[src/rtl/pdm_clk_pkg.sv]
package pdm_clk_pkg;

    typedef enum logic [0:0] {
        ST_IDLE = 1'b0,
        ST_RUN  = 1'b1
    } run_state_e;

    // The third divider field: zero is illegal and aliases to one.
    function automatic logic [3:0] cko_effective(input logic [3:0] field);
        return (field == 4'd0) ? 4'd1 : field;
    endfunction

endpackage

[src/rtl/pdm_div_stage.sv]
module pdm_div_stage #(
    parameter int W = 2
) (
    input  logic         clk,
    input  logic         rst_n,
    input  logic         en,
    input  logic         tick_in,
    input  logic [W-1:0] limit,
    output logic [W-1:0] cnt,
    output logic         tick_out
);

    logic at_limit;

    assign at_limit = (cnt >= limit);
    assign tick_out = en && tick_in && at_limit;

    always_ff @(posedge clk or negedge rst_n) begin
        if (!rst_n) begin
            cnt <= '0;
        end else if (!en) begin
            cnt <= '0;
        end else if (tick_in) begin
            if (at_limit) begin
                cnt <= '0;
            end else begin
                cnt <= cnt + 1'b1;
            end
        end
    end

endmodule

[src/rtl/pdm_phase_gen.sv]
module pdm_phase_gen #(
    parameter int DIV_W = 2,
    parameter int CKO_W = 4,
    parameter int DLY_W = 3,
    parameter int ALIGN = 3
) (
    input  logic             clk,
    input  logic             rst_n,
    input  logic             run,
    input  logic             core_tick,
    input  logic [DIV_W-1:0] c2,
    input  logic [CKO_W-1:0] c3,
    input  logic [DIV_W-1:0] n2_lim,
    input  logic [CKO_W-1:0] p_lim,
    input  logic [DLY_W-1:0] delay_code,
    output logic             mic_clk,
    output logic             mic_rise,
    output logic             sample_strobe
);

    localparam int POS_W = DIV_W + CKO_W + 1;
    localparam int SW    = POS_W + 2;
    localparam logic signed [SW-1:0] ALIGN_S = SW'(ALIGN);

    logic [POS_W-1:0] n2;
    logic [POS_W-1:0] pp;
    logic [POS_W-1:0] m_len;
    logic [POS_W-1:0] pos;
    logic [POS_W-1:0] half_p;
    logic [POS_W-1:0] target;
    logic signed [SW-1:0] v;
    logic signed [SW-1:0] m_s;
    logic start_q;

    // First cycle of each core period; forced on while idle so the first
    // run cycle counts as a period start.
    always_ff @(posedge clk or negedge rst_n) begin
        if (!rst_n) begin
            start_q <= 1'b1;
        end else if (!run) begin
            start_q <= 1'b1;
        end else begin
            start_q <= core_tick;
        end
    end

    always_comb begin
        n2     = POS_W'(n2_lim) + 1'b1;
        pp     = POS_W'(p_lim) + 1'b1;
        m_len  = n2 * pp;
        pos    = POS_W'(c3) * n2 + POS_W'(c2);
        half_p = pp >> 1;
    end

    // Reduce the signed offset into [0, m_len); |offset| <= 4, m_len >= 2.
    always_comb begin
        m_s = $signed({2'b00, m_len});
        v   = $signed({{(SW-DLY_W){1'b0}}, delay_code}) - ALIGN_S;
        for (int i = 0; i < 2; i++) begin
            if (v < 0) begin
                v = v + m_s;
            end
        end
        for (int i = 0; i < 2; i++) begin
            if (v >= m_s) begin
                v = v - m_s;
            end
        end
        target = v[POS_W-1:0];
    end

    assign mic_clk       = run && (POS_W'(c3) < half_p);
    assign mic_rise      = run && start_q && (pos == '0);
    assign sample_strobe = run && start_q && (pos == target);

endmodule

[src/rtl/pdm_decim.sv]
module pdm_decim #(
    parameter int RATE_W = 7
) (
    input  logic              clk,
    input  logic              rst_n,
    input  logic              run,
    input  logic              mic_rise,
    input  logic [RATE_W-1:0] rate_field,
    output logic              pcm_strobe
);

    localparam int DEC_W = RATE_W + 1;

    logic [DEC_W-1:0] cnt;
    logic [DEC_W-1:0] last;
    logic             rate_ok;
    logic             wrap;

    assign rate_ok    = (rate_field != '0);
    assign last       = {rate_field - 1'b1, 1'b1};
    assign wrap       = (cnt >= last);
    assign pcm_strobe = run && mic_rise && rate_ok && wrap;

    always_ff @(posedge clk or negedge rst_n) begin
        if (!rst_n) begin
            cnt <= '0;
        end else if (!run || !rate_ok) begin
            cnt <= '0;
        end else if (mic_rise) begin
            if (wrap) begin
                cnt <= '0;
            end else begin
                cnt <= cnt + 1'b1;
            end
        end
    end

endmodule

[src/rtl/pdm_clock_chain.sv]
module pdm_clock_chain
    import pdm_clk_pkg::*;
#(
    parameter int DIV_W  = 2,
    parameter int CKO_W  = 4,
    parameter int DLY_W  = 3,
    parameter int RATE_W = 7,
    parameter int ALIGN  = 3
) (
    input  logic              clk,
    input  logic              rst_n,
    input  logic              enable,
    input  logic [DIV_W-1:0]  div1_code,
    input  logic [DIV_W-1:0]  div2_code,
    input  logic [CKO_W-1:0]  cko_field,
    input  logic [DLY_W-1:0]  delay_code,
    input  logic [RATE_W-1:0] rate_field,
    output logic              core_tick,
    output logic              mid_tick,
    output logic              mic_clk,
    output logic              mic_rise,
    output logic              sample_strobe,
    output logic              pcm_strobe,
    output logic              cfg_err
);

    run_state_e       state_q;
    run_state_e       state_d;
    logic             run;
    logic [DIV_W-1:0] c1;
    logic [DIV_W-1:0] c2;
    logic [CKO_W-1:0] c3;
    logic [CKO_W-1:0] p_lim;
    logic             mic_tick;

    // State register
    always_ff @(posedge clk or negedge rst_n) begin
        if (!rst_n) begin
            state_q <= ST_IDLE;
        end else begin
            state_q <= state_d;
        end
    end

    // Next state: IDLE_TO_RUN and RUN_TO_IDLE
    always_comb begin
        state_d = state_q;
        unique case (state_q)
            ST_IDLE: if (enable)  state_d = ST_RUN;
            ST_RUN:  if (!enable) state_d = ST_IDLE;
            default: state_d = ST_IDLE;
        endcase
    end

    // State outputs
    always_comb begin
        unique case (state_q)
            ST_RUN:  run = 1'b1;
            default: run = 1'b0;
        endcase
    end

    always_comb begin
        p_lim   = CKO_W'(cko_effective(4'(cko_field)));
        cfg_err = (cko_field == '0);
    end

    pdm_div_stage #(.W(DIV_W)) i_div_core (
        .clk(clk), .rst_n(rst_n), .en(run), .tick_in(1'b1),
        .limit(div1_code), .cnt(c1), .tick_out(core_tick)
    );

    pdm_div_stage #(.W(DIV_W)) i_div_mid (
        .clk(clk), .rst_n(rst_n), .en(run), .tick_in(core_tick),
        .limit(div2_code), .cnt(c2), .tick_out(mid_tick)
    );

    pdm_div_stage #(.W(CKO_W)) i_div_mic (
        .clk(clk), .rst_n(rst_n), .en(run), .tick_in(mid_tick),
        .limit(p_lim), .cnt(c3), .tick_out(mic_tick)
    );

    pdm_phase_gen #(
        .DIV_W(DIV_W), .CKO_W(CKO_W), .DLY_W(DLY_W), .ALIGN(ALIGN)
    ) i_phase (
        .clk(clk), .rst_n(rst_n), .run(run), .core_tick(core_tick),
        .c2(c2), .c3(c3), .n2_lim(div2_code), .p_lim(p_lim),
        .delay_code(delay_code), .mic_clk(mic_clk), .mic_rise(mic_rise),
        .sample_strobe(sample_strobe)
    );

    pdm_decim #(.RATE_W(RATE_W)) i_decim (
        .clk(clk), .rst_n(rst_n), .run(run), .mic_rise(mic_rise),
        .rate_field(rate_field), .pcm_strobe(pcm_strobe)
    );

    logic unused_ok;
    assign unused_ok = ^{c1, mic_tick};

endmodule

[config.mk]
export PLATFORM = sky130hd
export DESIGN_NAME = pdm_clock_chain
export DESIGN_NICKNAME = d
export VERILOG_FILES = /design/src/rtl/pdm_clk_pkg.sv /design/src/rtl/pdm_div_stage.sv /design/src/rtl/pdm_phase_gen.sv /design/src/rtl/pdm_decim.sv /design/src/rtl/pdm_clock_chain.sv
export SDC_FILE = /design/constraint.sdc
export NUM_CORES = 1
export LEC_CHECK = 0
export BUFFER_PORTS_ARGS = -buffer_cell sky130_fd_sc_hd__buf_2
export CORE_ASPECT_RATIO = 2
export CORE_MARGIN = 2
export CORE_UTILIZATION = 60
export DETAILED_ROUTE_END_ITERATION = 10
export GPL_ROUTABILITY_DRIVEN = 0
export MAX_ROUTING_LAYER = met4
export PLACE_DENSITY = 0.79
export SYNTH_ARGS = -nofsm -noshare
export SYNTH_HDL_FRONTEND = slang
export SYNTH_HIERARCHICAL = 1
export SYNTH_SLANG_ARGS = --single-unit
[constraint.sdc]
create_clock -name clk -period 27 [get_ports clk]
set_clock_uncertainty 0.1 [all_clocks]
set_input_delay 8.1 -clock clk [delete_from_list [all_inputs] [get_ports clk]]
set_output_delay 8.1 -clock clk [all_outputs]
set_load 0.05 [all_outputs]
* Yosys cells after proc, flatten, opt, wreduce, memory -nomap -nowiden
Index checks and enable logic that the tools add are counted. Widths: inputs -> output; s select.
Operators by class: add/subtract/negate cells 13, multiply operators 2, magnitude comparators 9, equal/unequal tests 3, muxes and demuxes 19, reduce and logical (&&, ||, !) cells 17
Operators by type and width (count):
- $mux 9 | 3
- $mux 8 | 3
- $ge 9x8->1 | 2
- $mux 4 | 4
- $logic_and 1x1->1 | 10
- $mux 2 | 5
- $add 4x8->9 | 1
- $add 9x8->9 | 1
- $lt 9x1->1 const B | 1
- $sub 9x8->9 | 1
- $add 8x1->8 const B | 1
- $ge 8x8->1 | 1
- $add 7x2->7 | 1
- $eq 7x7->1 | 1
- $logic_not 7->1 | 1
- $mul 4x7->7 | 1
- $mul 7x7->7 | 1
- $mux 7 | 1
- $reduce_bool 7->1 | 1
- $sub 7x1->7 const B | 1
- $sub 7x7->7 | 1
- $lt 4x6->1 | 1
- $add 4x1->5 const B | 1
- $add 2x1->2 const B | 2
- other kinds (12) | 17
Storage, ports and cells: flip-flop bits (word level) 18, input bits 21, output and inout port bits 7, logic and storage cells 69

* Logic depth before layout (Yosys ltp)
depth in word-level cells 14, depth in mapped cells 38, gate-level depth less buffers 38

* Modules after synthesis
Netlist, hierarchy kept.
By module, submodules not included:
- pdm_phase_gen | instances 1, cells an instance 320, area each 2547.4 um2, sequential area each 26.3 um2
- pdm_decim | instances 1, cells an instance 87, area each 754.5 um2, sequential area each 200.2 um2
- pdm_div_stage at i_div_mic | instances 1, cells an instance 36, area each 347.8 um2, sequential area each 100.1 um2
- pdm_div_stage at i_div_core ... | instances 2, cells an instance 17, area each 150.1 um2, sequential area each 50.0 um2
- pdm_clock_chain | instances 1, cells an instance 8, area each 63.8 um2, sequential area each 25.0 um2

* Least setup slack after synthesis
Ideal clock, no wire load.
path type input to output, start in cko_field[2], end out sample_strobe, data arrival time 16862 ps, required time 18800 ps, path slack 1938 ps, stages 36, path buffers 1, path through nor3_1 or2_1 ha_1 xor2_1 inv_1 nor2_1 fa_1 ha_1 fa_1 ha_1 a21o_1 nor2_1 o21ai_1 a21boi_0 buf_2 mux2_2 ha_1 a21oi_1 o22ai_1 o21ai_0 nand2_1 o31ai_4 mux2_2 ha_1 nor2b_1 o21ai_0 a21boi_0 o31a_1 o22ai_1 or2_2 o31a_1 a21boi_4 mux2i_1 xnor2_1 nand4_1 nor4_2
On the way: longest elaborated chain between the ends 14, elaborated cells on any way between the ends 17, classes of those cells add/sub: 5; mul: 1; order compare: 3; eq/ne: 1; mux: 5; reduce/logical: 2
RTL lines:
- start: declaration | line pdm_clock_chain.sv:15 | input logic [CKO_W-1:0] cko_field,
- $logic_not 4->1 (*) | line pdm_clk_pkg.sv:10 | return (field == 4'd0) ? 4'd1 : field;
- $mux 4 (*) | line pdm_clk_pkg.sv:10
- via p_lim[0] | line pdm_clock_chain.sv:33 | logic [CKO_W-1:0] p_lim;
- $add 4x1->5 (*) | line pdm_phase_gen.sv:49 | pp = POS_W'(p_lim) + 1'b1;
- $mul 7x7->7 (*) | line pdm_phase_gen.sv:50 | m_len = n2 * pp;
- $add 4x8->9 | line pdm_phase_gen.sv:61 | v = v + m_s;
- $mux 9 | line pdm_phase_gen.sv:60 | if (v < 0) begin
- $add 9x8->9 / $lt 9x1->1 (equally long branches) | line pdm_phase_gen.sv:61, pdm_phase_gen.sv:60
- $mux 9 | line pdm_phase_gen.sv:60
- $sub 9x8->9 / $ge 9x8->1 (equally long branches) | line pdm_phase_gen.sv:66, pdm_phase_gen.sv:65
- $mux 9 | line pdm_phase_gen.sv:65 | if (v >= m_s) begin
- $ge 9x8->1 / $sub 7x7->7 (equally long branches) | line pdm_phase_gen.sv:65, pdm_phase_gen.sv:66
- $mux 7 (*) | line pdm_phase_gen.sv:65
- $eq 7x7->1 (*) | line pdm_phase_gen.sv:74 | assign sample_strobe = run && start_q && (pos == target);
- $logic_and 1x1->1 (*) | line pdm_phase_gen.sv:74
- end: declaration | line pdm_clock_chain.sv:22 | output logic sample_strobe,
Mark *: on every way through the listed nets, which the timed path passes. The rest lies on a longest branch.

* Final worst setup path
Ends and elaborated chain as after synthesis.

==> flow_summary.json <==
{
  "status": "finished, final reports clean",
  "fin_util": 0.662,
  "tns_ns": 0,
  "wirelength_um": 9830,
  "worstHoldEndpoint": "i_div_core/cnt[0]",
  "via_count": 3667,
  "drt_iter0_drc": 230,
  "period_share": 0.955,
  "postCtsSetupRepairBufs": 0,
  "r2r-start": "i_div_mic/cnt[1]",
  "io_pins": 28,
  "ctsResizeCount": 0,
  "maxCapViolCount": 0,
  "cp.arrival_ns": 17.58,
  "viasPerCell": 6.07,
  "startpoint": "cko_field[2]",
  "peakVddDrop_uv": 52.1,
  "dpl.hpwl_um": 8450,
  "layout_min_cycle_time_ns": 25.78,
  "grt_pass1_vias": 3833,
  "drive_above_1_share": 0.124,
  "yosysWarnings": 6,
  "fin_total_pwr_uw": 352,
  "syn_area_per_cell_sq_um": 8.28,
  "syn2layout_area_growth_pct": 8.52,
  "ff2ff_path_depth": 14,
  "drc_errors": 0,
  "cts_tree": "yes",
  "dpl_cell_area_sq_um": 4260,
  "slowest_delay_ns": 0.51,
  "grt_max_degree": 19,
  "min_from": "i_div_core/cnt[0]",
  "rrSetupSlack_ns": 23.09,
  "cp.required_ns": 18.80,
  "worst_pin_slew_ns": 0.637,
  "wl_per_cell_um": 16.3,
  "fill_cells": 589,
  "cts_sinks": 18,
  "crit_fanout": 12,
  "start_kind": "primary input",
  "p_per_area_nw_per_um2": 80.8,
  "setup.worst_path.end_class": "primary output",
  "fin_nets": 618,
  "slew_viol_final": 0,
  "ctsRootBufferMaster": "clkbuf_16",
  "grt_pass1_wl_um": 16700,
  "ctsHoldBuffers": 0,
  "track_usage": 0.297,
  "antenna_found_initial": 1,
  "slew_headroom": 0.572,
  "detail_route.first_pass.iterations": 5,
  "min_path_cells": 3,
  "critPathSlowestCell": "fa_1",
  "clockBufferDepth": 2,
  "cts_max_level": 1,
  "start_util": 0.610,
  "cts_made_buffers": 3,
  "rsz0062_at_grt": "no",
  "hold_viol": 0,
  "synth_area_sq_um": 4010,
  "die-area_sq_um": 7390,
  "coreArea_sq_um": 6570,
  "max_freq_mhz": 38.8,
  "hold_path_class": "reg -> reg",
  "cp_common_cell": "ha_1",
  "regToRegEndpoint": "i_decim/cnt[3]",
  "die_w_um": 61.8,
  "std_cell_rows": 42,
  "ant_nets": 0,
  "cts.clk_slew.worst_paths_ns": 0.05,
  "fp.dieH_um": 120,
  "clk_latency_ns": 0.25,
  "design_area_sq_um": 4350,
  "dp.cells": 599,
  "fin_cells": 604,
  "grt_overflow": 0,
  "port-buffer-count": 27,
  "setup_viol": 0,
  "crit_type": "in -> out",
  "p_leak_nw": 2.11,
  "syn_inst": 484
}
==> critical path: cells and delay by family <==
kind,cells,cell delay (ns)
XOR/XNOR,2,0.40
AO/OA/AOI/OAI,13,3.00
multiplexers,2,0.73
adder cells (fa/ha/maj),7,2.34
AND/OR/NAND/NOR,11,2.24
buffers and inverters,4,0.75
==> layout make-up <==
type	count	area [sq um]	share of cell area
multi-input cells	427	3410	0.783
well taps	88	110	0.0253
inverters	37	139	0.0319
diodes	1	2.50	0.000575
flip-flops and latches	18	452	0.104
clock buffers	4	88.8	0.0204
repair buffers	29	150	0.0345
==> worst max-delay path by stage <==
stage | endpoint | slack, ns | cells after the start
finish | sample_strobe | 1.22 | 39
global route | sample_strobe | 0.44 | 39
CTS | sample_strobe | 1.28 | 39
detailed placement | sample_strobe | 1.27 | 39
global placement | sample_strobe | 1.66 | 39
floorplan | sample_strobe | 1.94 | 36
==> metal layers <==
metal	up-vias	wire, um	global-route usage
li1	1786	-	-
met1	1741	3250	0.272
met2	92	5810	0.554
met3	48	179	0.0259
met4	0	591	0.160
met5	-	0	-
==> registers in the layout, summed over array words and instances, names as in the netlist <==
signal           count
i_decim/cnt          8
i_div_core/cnt       2
i_div_mid/cnt        2
state_q              1
i_phase/start_q      1
i_div_mic/cnt        4
==> metrics by stage <==
stage,hold slack (ns),setup WS (ns)
after floorplan,0.452,1.94
after global placement,0.479,1.66
after detailed placement,0.511,1.27
after CTS,0.520,1.28
after global routing,0.542,0.441
final,0.515,1.22
==> cell usage in the layout (no fill, tap or decap), types with 13 or more instances in the layout <==
cell type  count
inv_1         36
xor2_1        13
buf_2         27
ha_1          70
nand2_1       33
dfrtp_1       17
nand2b_1      21
o21ai_0       16
xnor2_1       28
a21oi_1       29
nor2_1        27
==> power by group <==
part	leakage, nW	total [mW]	switching, mW	internal (mW)
Clock	0.0442	0.0323	0.00981	0.0225
Combinational	1.83	0.290	0.162	0.129
Sequential	0.244	0.0288	0.00108	0.0278
Power figures use the tool's default switching activity.
